--- config.mk ---
export PLATFORM = sky130hd
export DESIGN_NAME = uart_brk_rx
export DESIGN_NICKNAME = d
export VERILOG_FILES = /design/src/rtl/uart_brk_rx_pkg.sv /design/src/rtl/uart_brk_rx_sampler.sv /design/src/rtl/uart_brk_rx_fifo.sv /design/src/rtl/uart_brk_rx_flags.sv /design/src/rtl/uart_brk_rx.sv
export SDC_FILE = /design/constraint.sdc
export NUM_CORES = 1
export LEC_CHECK = 0
export ABC_CLOCK_PERIOD_IN_PS = 4300
export BUFFER_PORTS_ARGS = -buffer_cell sky130_fd_sc_hd__buf_2
export CORE_MARGIN = 2
export CORE_UTILIZATION = 45
export DETAILED_ROUTE_END_ITERATION = 7
export SYNTH_ARGS = -nofsm -noshare
export SYNTH_HDL_FRONTEND = slang
export SYNTH_HIERARCHICAL = 1
export SYNTH_SLANG_ARGS = --single-unit
--- constraint.sdc ---
create_clock -name clk -period 4.3 [get_ports clk]
set_input_delay 0.43 -clock clk [delete_from_list [all_inputs] [get_ports clk]]
set_output_delay 0.43 -clock clk [all_outputs]
set_load 0.005 [all_outputs]
--- src/rtl/uart_brk_rx_pkg.sv ---
package uart_brk_rx_pkg;

  typedef enum logic [2:0] {
    RX_IDLE,
    RX_START,
    RX_DATA,
    RX_PAR,
    RX_STOP1,
    RX_STOP2
  } rx_state_e;

  localparam int FLG_DR  = 0;
  localparam int FLG_ER  = 1;
  localparam int FLG_BRK = 2;
  localparam int FLG_N   = 3;

endpackage

--- src/rtl/uart_brk_rx_sampler.sv ---
module uart_brk_rx_sampler
  import uart_brk_rx_pkg::*;
#(
  parameter int DATA_W = 8,
  parameter int OVS    = 16
) (
  input  logic              clk,
  input  logic              rst_n,
  input  logic              tick,
  input  logic              rxd,
  input  logic              par_en,
  input  logic              par_odd,
  input  logic              two_stop,
  output logic              line_s,
  output logic              frm_done,
  output logic [DATA_W-1:0] frm_data,
  output logic              frm_fer,
  output logic              frm_per,
  output logic              frm_zero
);
  localparam int CW = $clog2(OVS);
  localparam int BW = (DATA_W > 1) ? $clog2(DATA_W) : 1;
  localparam logic [CW-1:0] MID  = CW'(OVS/2 - 1);
  localparam logic [CW-1:0] LAST = CW'(OVS - 1);
  localparam logic [BW-1:0] TOPB = BW'(DATA_W - 1);

  logic              sync1_q, sync2_q;
  rx_state_e         st_q, st_n;
  logic [CW-1:0]     cnt_q, cnt_n;
  logic [BW-1:0]     bit_q, bit_n;
  logic [DATA_W-1:0] sh_q, sh_n;
  logic              par_q, par_n;
  logic              zero_q, zero_n;
  logic              per_q, per_n;
  logic              rdy_q, rdy_n;
  logic              at_mid, at_end;

  // two-flop synchroniser, idle high
  always_ff @(posedge clk or negedge rst_n) begin
    if (!rst_n) begin
      sync1_q <= 1'b1;
      sync2_q <= 1'b1;
    end else begin
      sync1_q <= rxd;
      sync2_q <= sync1_q;
    end
  end
  assign line_s = sync2_q;

  assign at_mid = tick && (cnt_q == MID);
  assign at_end = tick && (cnt_q == LAST);

  always_comb begin
    st_n   = st_q;
    cnt_n  = cnt_q;
    bit_n  = bit_q;
    sh_n   = sh_q;
    par_n  = par_q;
    zero_n = zero_q;
    per_n  = per_q;
    rdy_n  = rdy_q;
    if (tick) begin
      unique case (st_q)
        RX_IDLE: begin
          if (line_s) begin
            rdy_n = 1'b1;
          end else if (rdy_q) begin
            st_n  = RX_START;
            cnt_n = '0;
            rdy_n = 1'b0;
          end
        end
        RX_START: begin
          if (at_mid) begin
            cnt_n = '0;
            if (line_s) begin
              st_n  = RX_IDLE;
              rdy_n = 1'b1;
            end else begin
              st_n   = RX_DATA;
              bit_n  = '0;
              par_n  = 1'b0;
              zero_n = 1'b1;
              per_n  = 1'b0;
            end
          end else begin
            cnt_n = cnt_q + 1'b1;
          end
        end
        RX_DATA: begin
          if (at_end) begin
            cnt_n  = '0;
            sh_n   = {line_s, sh_q[DATA_W-1:1]};
            par_n  = par_q ^ line_s;
            zero_n = zero_q & ~line_s;
            if (bit_q == TOPB) st_n = par_en ? RX_PAR : RX_STOP1;
            else               bit_n = bit_q + 1'b1;
          end else begin
            cnt_n = cnt_q + 1'b1;
          end
        end
        RX_PAR: begin
          if (at_end) begin
            cnt_n  = '0;
            per_n  = par_q ^ line_s ^ par_odd;
            zero_n = zero_q & ~line_s;
            st_n   = RX_STOP1;
          end else begin
            cnt_n = cnt_q + 1'b1;
          end
        end
        RX_STOP1: begin
          if (at_end) begin
            cnt_n = '0;
            if (two_stop) begin
              st_n = RX_STOP2;
            end else begin
              st_n  = RX_IDLE;
              rdy_n = line_s;
            end
          end else begin
            cnt_n = cnt_q + 1'b1;
          end
        end
        RX_STOP2: begin
          if (at_end) begin
            cnt_n = '0;
            st_n  = RX_IDLE;
            rdy_n = line_s;
          end else begin
            cnt_n = cnt_q + 1'b1;
          end
        end
        default: st_n = RX_IDLE;
      endcase
    end
  end

  always_ff @(posedge clk or negedge rst_n) begin
    if (!rst_n) begin
      st_q   <= RX_IDLE;
      cnt_q  <= '0;
      bit_q  <= '0;
      sh_q   <= '0;
      par_q  <= 1'b0;
      zero_q <= 1'b0;
      per_q  <= 1'b0;
      rdy_q  <= 1'b0;
    end else begin
      st_q   <= st_n;
      cnt_q  <= cnt_n;
      bit_q  <= bit_n;
      sh_q   <= sh_n;
      par_q  <= par_n;
      zero_q <= zero_n;
      per_q  <= per_n;
      rdy_q  <= rdy_n;
    end
  end

  // frame result is presented in the cycle the first stop bit is sampled
  assign frm_done = at_end && (st_q == RX_STOP1);
  assign frm_data = sh_q;
  assign frm_per  = per_q;
  assign frm_fer  = ~line_s;
  assign frm_zero = zero_q & ~line_s;

endmodule

--- src/rtl/uart_brk_rx_fifo.sv ---
module uart_brk_rx_fifo #(
  parameter int W     = 10,
  parameter int DEPTH = 16,
  localparam int CW   = $clog2(DEPTH + 1)
) (
  input  logic          clk,
  input  logic          rst_n,
  input  logic          push,
  input  logic [W-1:0]  wdata,
  input  logic          pop,
  output logic [W-1:0]  rdata,
  output logic [CW-1:0] count,
  output logic          full,
  output logic          empty
);
  localparam int AW = (DEPTH > 1) ? $clog2(DEPTH) : 1;
  localparam logic [AW-1:0] LASTP = AW'(DEPTH - 1);

  logic [W-1:0]  mem [DEPTH];
  logic [AW-1:0] wp_q, wp_n, rp_q, rp_n;
  logic [CW-1:0] cnt_q, cnt_n;
  logic          do_push, do_pop;

  assign full    = (cnt_q == CW'(DEPTH));
  assign empty   = (cnt_q == '0);
  assign do_push = push && !full;
  assign do_pop  = pop && !empty;

  always_comb begin
    wp_n  = wp_q;
    rp_n  = rp_q;
    cnt_n = cnt_q;
    if (do_push) wp_n = (wp_q == LASTP) ? '0 : wp_q + 1'b1;
    if (do_pop)  rp_n = (rp_q == LASTP) ? '0 : rp_q + 1'b1;
    unique case ({do_push, do_pop})
      2'b10:   cnt_n = cnt_q + 1'b1;
      2'b01:   cnt_n = cnt_q - 1'b1;
      default: cnt_n = cnt_q;
    endcase
  end

  always_ff @(posedge clk or negedge rst_n) begin
    if (!rst_n) begin
      wp_q  <= '0;
      rp_q  <= '0;
      cnt_q <= '0;
    end else begin
      wp_q  <= wp_n;
      rp_q  <= rp_n;
      cnt_q <= cnt_n;
    end
  end

  // storage array carries no reset
  always_ff @(posedge clk) begin
    if (do_push) mem[wp_q] <= wdata;
  end

  assign rdata = mem[rp_q];
  assign count = cnt_q;

endmodule

--- src/rtl/uart_brk_rx_flags.sv ---
module uart_brk_rx_flags
  import uart_brk_rx_pkg::*;
(
  input  logic             clk,
  input  logic             rst_n,
  input  logic [FLG_N-1:0] set,
  input  logic             line_s,
  input  logic             rd,
  input  logic             wr,
  input  logic [FLG_N-1:0] wr_data,
  output logic [FLG_N-1:0] flags
);
  logic [FLG_N-1:0] flg_q, flg_n, arm_q, arm_n, clr;

  always_comb begin
    for (int i = 0; i < FLG_N; i++) begin
      clr[i] = wr && !wr_data[i] && arm_q[i];
    end
    clr[FLG_BRK] = clr[FLG_BRK] && line_s;
    flg_n = set | (flg_q & ~clr);
    if (rd)      arm_n = flg_q;
    else if (wr) arm_n = '0;
    else         arm_n = arm_q;
  end

  always_ff @(posedge clk or negedge rst_n) begin
    if (!rst_n) begin
      flg_q <= '0;
      arm_q <= '0;
    end else begin
      flg_q <= flg_n;
      arm_q <= arm_n;
    end
  end

  assign flags = flg_q;

endmodule

--- src/rtl/uart_brk_rx.sv ---
module uart_brk_rx
  import uart_brk_rx_pkg::*;
#(
  parameter int DATA_W     = 8,
  parameter int FIFO_DEPTH = 16,
  parameter int OVS        = 16,
  localparam int CNT_W     = $clog2(FIFO_DEPTH + 1)
) (
  input  logic              clk,
  input  logic              rst_n,
  input  logic              tick16,
  input  logic              rxd,
  input  logic              cfg_par_en,
  input  logic              cfg_par_odd,
  input  logic              cfg_two_stop,
  input  logic [CNT_W-1:0]  cfg_thresh,
  input  logic              rd_pop,
  output logic [DATA_W-1:0] rd_data,
  output logic              rd_fer,
  output logic              rd_per,
  output logic              fifo_full,
  output logic              fifo_empty,
  output logic [CNT_W-1:0]  fifo_count,
  input  logic              flag_rd,
  input  logic              flag_wr,
  input  logic [2:0]        flag_wr_data,
  output logic              flag_dr,
  output logic              flag_er,
  output logic              flag_brk
);
  localparam int ENT_W = DATA_W + 2;

  logic              line_s;
  logic              frm_done, frm_fer, frm_per, frm_zero;
  logic [DATA_W-1:0] frm_data;
  logic              push;
  logic [ENT_W-1:0]  head;
  logic [FLG_N-1:0]  flg_set, flags;

  uart_brk_rx_sampler #(.DATA_W(DATA_W), .OVS(OVS)) u_samp (
    .clk      (clk),
    .rst_n    (rst_n),
    .tick     (tick16),
    .rxd      (rxd),
    .par_en   (cfg_par_en),
    .par_odd  (cfg_par_odd),
    .two_stop (cfg_two_stop),
    .line_s   (line_s),
    .frm_done (frm_done),
    .frm_data (frm_data),
    .frm_fer  (frm_fer),
    .frm_per  (frm_per),
    .frm_zero (frm_zero)
  );

  // writes are held off while break is flagged or the queue is full
  assign push = frm_done && !flags[FLG_BRK] && !fifo_full;

  uart_brk_rx_fifo #(.W(ENT_W), .DEPTH(FIFO_DEPTH)) u_fifo (
    .clk   (clk),
    .rst_n (rst_n),
    .push  (push),
    .wdata ({frm_fer, frm_per, frm_data}),
    .pop   (rd_pop),
    .rdata (head),
    .count (fifo_count),
    .full  (fifo_full),
    .empty (fifo_empty)
  );

  always_comb begin
    flg_set          = '0;
    flg_set[FLG_DR]  = (cfg_thresh != '0) && (fifo_count >= cfg_thresh);
    flg_set[FLG_ER]  = frm_done && !flags[FLG_BRK] && (fifo_full || frm_fer || frm_per);
    flg_set[FLG_BRK] = frm_done && frm_zero;
  end

  uart_brk_rx_flags u_flags (
    .clk     (clk),
    .rst_n   (rst_n),
    .set     (flg_set),
    .line_s  (line_s),
    .rd      (flag_rd),
    .wr      (flag_wr),
    .wr_data (flag_wr_data),
    .flags   (flags)
  );

  assign rd_data  = head[DATA_W-1:0];
  assign rd_per   = head[DATA_W];
  assign rd_fer   = head[DATA_W+1];
  assign flag_dr  = flags[FLG_DR];
  assign flag_er  = flags[FLG_ER];
  assign flag_brk = flags[FLG_BRK];

endmodule

After elaboration in Yosys (flattened, before gate mapping)
Memory sizes are Yosys's and may differ from the RTL's.
Index checks and enable logic that the tools add are counted.
W data, S select, Z words.
{"block": "classes", "n_eq_ne": 26, "add_sub_neg": 6, "bitwise_logic": 7, "mux": 46, "reduce_logical": 45, "n_lt_le_gt_ge": 1}
{"operator": "$mux W3", "count": 16}
{"operator": "$mux W4", "count": 6}
{"operator": "$ne A2 B1 Y1 const B", "count": 9}
{"operator": "$pmux W3 S6", "count": 1}
{"operator": "$logic_and A1 B1 Y1", "count": 17}
{"operator": "$mux W1", "count": 15}
{"operator": "$reduce_and A5 Y1", "count": 3}
{"operator": "$add A4 B1 Y4 const B", "count": 3}
{"operator": "$eq A4 B4 Y1 const B", "count": 3}
{"operator": "$pmux W4 S3", "count": 1}
{"operator": "$pmux W5 S2", "count": 1}
{"operator": "$reduce_bool A2 Y1", "count": 5}
{"operator": "$eq A3 B3 Y1 const B", "count": 3}
{"operator": "$reduce_and A9 Y1", "count": 1}
{"operator": "$ne A2 B2 Y1 const B", "count": 4}
{"operator": "$reduce_and A7 Y1", "count": 1}
{"operator": "$eq A3 B2 Y1 const B", "count": 2}
{"operator": "$logic_not A1 Y1", "count": 6}
{"operator": "$pmux W1 S2", "count": 3}
{"operator": "$pmux W3 S2", "count": 1}
{"operator": "$reduce_and A6 Y1", "count": 1}
{"operator": "$add A5 B1 Y5 const B", "count": 1}
{"operator": "$eq A5 B5 Y1 const B", "count": 1}
{"operator": "$ge A5 B5 Y1", "count": 1}
{"operator": "other kinds (24)", "count": 26}
{"block": "word_totals", "register_bits": 43, "output_inout_bits": 20, "mem_count": 1, "ram_bits": 160, "wordCells": 147, "in_bits": 18}
{"memory": "u_fifo.mem", "depth": 16, "word_bits": 10, "rd": 1, "rd_ports_with_merged_regs": 0, "wr": 1, "line": "uart_brk_rx_fifo.sv:19", "rtl": "logic [W-1:0] mem [DEPTH];"}

Longest topological paths before layout
{"block": "depth", "depth_word": 8, "ltp_mapped": 15, "ltp_nobuf": 13}

Hierarchy
Netlist, hierarchy kept.
{"mod": "uart_brk_rx_fifo", "area_each_um2": 6988.0, "instances": 1, "cells_per_inst": 365, "seq_area_each_um2": 5129.9}
{"mod": "uart_brk_rx_sampler", "area_each_um2": 1367.6, "instances": 1, "cells_per_inst": 129, "seq_area_each_um2": 603.1}
{"mod": "uart_brk_rx_flags", "area_each_um2": 230.2, "instances": 1, "cells_per_inst": 16, "seq_area_each_um2": 150.1}
{"mod": "uart_brk_rx", "area_each_um2": 151.4, "instances": 1, "cells_per_inst": 22, "seq_area_each_um2": 0.0}

Worst setup path after synthesis
Ideal clock, no wire load.
{"block": "synth_timing", "path_kind": "register to register", "startpoint": "register u_samp.cnt_q[0]", "endpoint": "register u_fifo.cnt_q[4] (netlist: u_fifo/count[4])", "slack_ns": 1.291, "path_stages_with_launch": 15, "period_less_slack_ns": 3.009, "n_path_buf": 1, "arrival_time_ns": 2.929, "setup_ns": 0.080, "required_ns": 4.220, "cell_sequence": "dfrtp_1 ha_1 nand4_1 nor3_1 nand2b_1 nor2_1 a21boi_0 buf_2 inv_1 ha_1 fa_1 a21o_1 a21oi_1 mux2i_1 xnor2_1"}
{"block": "synth_via", "elab_chain_cells": 8, "elab_cells_between_ends": 10, "cone_classes": "eq/ne (3); mux (1); reduce/logical (6)"}
{"element": "start, declared", "line": "uart_brk_rx_sampler.sv:29", "rtl": "logic [CW-1:0] cnt_q, cnt_n;"}
{"element": "start signal, assigned", "line": "uart_brk_rx_sampler.sv:151", "rtl": "cnt_q <= cnt_n;"}
{"element": "$eq A4 B4 Y1 *", "line": "uart_brk_rx_sampler.sv:51", "rtl": "assign at_end = tick && (cnt_q == LAST);"}
{"element": "$logic_and A1 B1 Y1 *", "line": "uart_brk_rx_sampler.sv:51"}
{"element": "$logic_and A1 B1 Y1 *", "line": "uart_brk_rx_sampler.sv:162", "rtl": "assign frm_done = at_end && (st_q == RX_STOP1);"}
{"element": "via frm_done", "line": "uart_brk_rx.sv:34", "rtl": "logic frm_done, frm_fer, frm_per, frm_zero;"}
{"element": "$logic_and A1 B1 Y1 * (2 in a row)", "line": "uart_brk_rx.sv:57", "rtl": "assign push = frm_done && !flags[FLG_BRK] && !fifo_full;"}
{"element": "via push", "line": "uart_brk_rx.sv:36", "rtl": "logic push;"}
{"element": "$logic_and A1 B1 Y1 *", "line": "uart_brk_rx_fifo.sv:26", "rtl": "assign do_push = push && !full;"}
{"element": "$eq A2 B1 Y1 / $eq A2 B2 Y1 (equally long branches)", "line": "uart_brk_rx_fifo.sv:35", "rtl": "unique case ({do_push, do_pop})"}
{"element": "$pmux W5 S2 / $reduce_bool A2 Y1 (equally long branches)"}
{"element": "end signal, assigned", "line": "uart_brk_rx_fifo.sv:50", "rtl": "cnt_q <= cnt_n;"}
{"element": "end, declared", "line": "uart_brk_rx_fifo.sv:21", "rtl": "logic [CW-1:0] cnt_q, cnt_n;"}
Mark *: on every way through the listed nets, which the timed path passes. The rest lies on a longest branch.
A chain may end at the register's enable or synchronous reset.

Worst setup path after layout
Ends and elaborated chain as after synthesis.

==> results.sh <==
export IMPL_run_status="finished clean"
export IMPL_startpoint_type="register"
export IMPL_insertion_delay_ns=0.49
export IMPL_area_growth_pct=14.7
export IMPL_synth_top_area_share_pct=55.0
export IMPL_firstDrtPassIters=5
export IMPL_yosysSeqAreaShare_pct=67.3
export IMPL_tightest_slew_ns=1.11
export IMPL_ios=38
export IMPL_dpl_worst_slack_ns=0.970
export IMPL_synthCells=532
export IMPL_yosys_top_cells_area="edfxtp_1 (55%), dfrtp_1 (12%), mux4_2 (7.7%)"
export IMPL_grt_total_usage_pct=18.6
export IMPL_hold_class="in -> reg"
export IMPL_fin_crit_ns=3.34
export IMPL_worstHoldEndpoint="u_samp/sync1_q$_DFF_PN1_"
export IMPL_gp_congestion=0.892
export IMPL_ys_types=64
export IMPL_num_vias=4922
export IMPL_grt_pass1_wl_um=28800
export IMPL_clk_pin_slew_worst_paths_ns=0.06
export IMPL_synth_main_ff_cell="edfxtp_1"
export IMPL_synth_area_leader_cell="edfxtp_1"
export IMPL_skew_ns=0.00868
export IMPL_clock_sinks=203
export IMPL_core_area_sq_um=18900
export IMPL_fin_cells=862
export IMPL_required_ns=4.72
export IMPL_dieArea_sq_um=20500
export IMPL_dp_cells=822
export IMPL_rrSetupSlack_ns=0.96
export IMPL_grt_max_degree=44
export IMPL_syn_area_sq_um=8740
export IMPL_final_nets=625
export IMPL_hold_viol=0
export IMPL_ys_ff_latch=203
export IMPL_fin_ws_ns=0.958
export IMPL_drive_gt1_share_pct=24.1
export IMPL_avgSynthCellArea_sq_um=16.4
export IMPL_path_max_fanout=11
export IMPL_min_path_cells=1
export IMPL_criticalPathCategory="reg -> reg"
export IMPL_antenna_cells=0
export IMPL_dieHeight_um=143
export IMPL_synth_edf_count=160
export IMPL_drt_iter0_drc=347
export IMPL_relSlewSlack_pct=25.6
export IMPL_cts_hold_buf=0
export IMPL_grt_pass1_vias=5075
export IMPL_wirelength_um=18400
export IMPL_critPathArrivalTime_ns=3.76
export IMPL_min_period_over_period_pct=77.7
export IMPL_end_kind="register"
export IMPL_rsz0062_at_grt="no"
export IMPL_r2r_end="u_fifo/count[4]$_DFFE_PN0P_"
export IMPL_min_from="rxd"
export IMPL_setup_violations=0
export IMPL_pwr_share_clk_pct=33.9
export IMPL_cts_setup_buffers=0
export IMPL_worstRegToRegCells=14
export IMPL_cts_made_buffers=22
export IMPL_drv_slew=0
export IMPL_grt_overflow_total=0
export IMPL_cellLeakagePower_nw=3.64
export IMPL_cts_root_buf="clkbuf_16"
export IMPL_initial_utilization_pct=46.2
export IMPL_antenna_found_initial=0
export IMPL_cts_tree="built"
export IMPL_finalPower_mw=5.84
export IMPL_drc=0
export IMPL_tns_ns=0
export IMPL_pwr_density_cell_nw_per_um2=583
export IMPL_rows=50
export IMPL_r2r_start="u_samp/cnt_q[0]$_DFFE_PN0P_"
export IMPL_cap_violations=0
export IMPL_p_int_mw=4.11
export IMPL_cts_max_level=1
export IMPL_yosysMostFrequentCell="edfxtp_1"
export IMPL_pwr_share_comb_pct=23.3
export IMPL_max_freq_mhz=299
export IMPL_syn_nets=571
export IMPL_wl_per_cell_um=21.4
export IMPL_swShare_pct=29.6
export IMPL_yosysWarnings=6
export IMPL_postSynth_asyncResetShare_pct=21.2
export IMPL_cts_repair_resize_count=0
export IMPL_power_switching_mw=1.73
export IMPL_antenna_left=0
export IMPL_dpl_hpwl_um=11800
export IMPL_vias_per_cell=5.71
export IMPL_peakVddDrop_mv=0.375
export IMPL_die_w_um=143
export IMPL_cts_path_max_buffers=3
export IMPL_seq_power_share_pct=42.9
export IMPL_fillers=1576
export IMPL_synthTopCellsByCount="edfxtp_1 (160), dfrtp_1 (41), mux2i_1 (34)"
export IMPL_io_buffers=37
-- metal layers --
metal  track usage (%)  part of all wire (%)
met4              5.52                   2.7
met3              3.00                   5.5
met2              30.3                    48
met1              26.2                    44
met5                 0                     0
-- through the flow --
step | hold WS (ns) | cell area (sq um) | util, %
global route | 0.0192 | 10000 | 53.0
global placement | 0.349 | 9250 | 49.0
finish | 0.0344 | 10000 | 53.0
floorplan | 0.134 | 8740 | -
detailed placement | 0.349 | 9250 | 49.0
CTS | 0.0111 | 10000 | 53.0
-- cells in the final DEF (no fill, tap or decap), types with 8 or more instances in the layout --
master     netlist  layout
mux2i_1         34      34
ha_1            20      20
nand2_1         18      18
a21o_1           8       8
o21ai_0         15      15
clkbuf_16        0      23
mux4_2          30      30
buf_4            2      18
nor3_1           9       9
dfrtp_1         41      39
mux2_2          10      10
inv_1           15      15
a32oi_1         10      10
a22oi_1         11      11
buf_2            9      37
edfxtp_1       160     160
nor2_1          24      24
nand3_1          9       9
a21oi_1          9       9
-- critical path: stages (launching register included) --
cell      delay [ns]
dfrtp_1         0.41
ha_1            0.28
nand4_1         0.22
nor3_1          0.31
nand2b_1        0.12
nor2_1          0.10
a21boi_0        0.18
buf_4           0.19
inv_1           0.05
ha_1            0.27
fa_1            0.42
a21o_1          0.18
a21oi_1         0.17
mux2i_1         0.24
xnor2_1         0.13
-- area by class of cell --
type	instances	area [sq um]	share of cell area, %
Inverter	15	56.3	0.562
Clock buffer	26	597	5.96
Multi-Input combinational cell	289	2660	26.6
Timing Repair Buffer	55	320	3.20
Sequential cell	203	5890	58.7
Clock inverter	14	174	1.74
Tap cell	260	325	3.25
-- registers in the layout, summed over array words and instances, names as in the netlist --
name / flops
u_samp/frm_data: 8
u_fifo/count: 5
u_fifo/wp_q: 4
u_fifo/mem: 160
u_samp/bit_q: 3
u_flags/flags: 3
u_samp/zero_q: 1
u_samp/st_q: 3
u_fifo/rp_q: 4
u_samp/line_s: 1
u_samp/sync1_q: 1
u_samp/par_q: 1
u_samp/frm_per: 1
u_samp/rdy_q: 1
u_samp/cnt_q: 4
u_flags/arm_q: 3
-- power groups by stage --
stage / sequential [mW] / combinational [mW] / clock (mW)
after floorplan: 2.36 / 1.11 / 0
after global placement: 2.53 / 1.34 / 0
after detailed placement: 2.54 / 1.36 / 0
after CTS: 2.50 / 1.37 / 2.03
after global routing: 2.54 / 1.48 / 2.10
final: 2.50 / 1.36 / 1.98
-- cell families (layout without fill, tap and decap cells) --
| group | Yosys count | after routing | share of synthesized area (%) |
|---|---|---|---|
| simple gates | 95 | 95 | 5.70 |
| flops | 203 | 203 | 67.3 |
| compound gates | 89 | 89 | 7.60 |
| fa+ha+maj | 21 | 21 | 3.09 |
| xor+xnor | 8 | 8 | 0.802 |
| buf+inv | 40 | 110 | 2.21 |
| mux | 76 | 76 | 13.3 |
-- how the worst max path moves through the flow --
stage | from | endpoint | slack, ns | cells past startpoint
global placement | u_samp/cnt_q[0]$_DFFE_PN0P_ | u_fifo/count[4]$_DFFE_PN0P_ | 1.00 | 14
floorplan | u_samp/cnt_q[0]$_DFFE_PN0P_ | u_fifo/count[4]$_DFFE_PN0P_ | 1.29 | 14
finish | u_samp/cnt_q[0]$_DFFE_PN0P_ | u_fifo/count[4]$_DFFE_PN0P_ | 0.96 | 14
global route | u_samp/cnt_q[0]$_DFFE_PN0P_ | u_fifo/count[4]$_DFFE_PN0P_ | 0.65 | 14
detailed placement | u_samp/cnt_q[0]$_DFFE_PN0P_ | u_fifo/count[4]$_DFFE_PN0P_ | 0.97 | 14
CTS | u_samp/cnt_q[0]$_DFFE_PN0P_ | u_fifo/count[4]$_DFFE_PN0P_ | 0.94 | 14
Power figures use the tool's default switching activity.
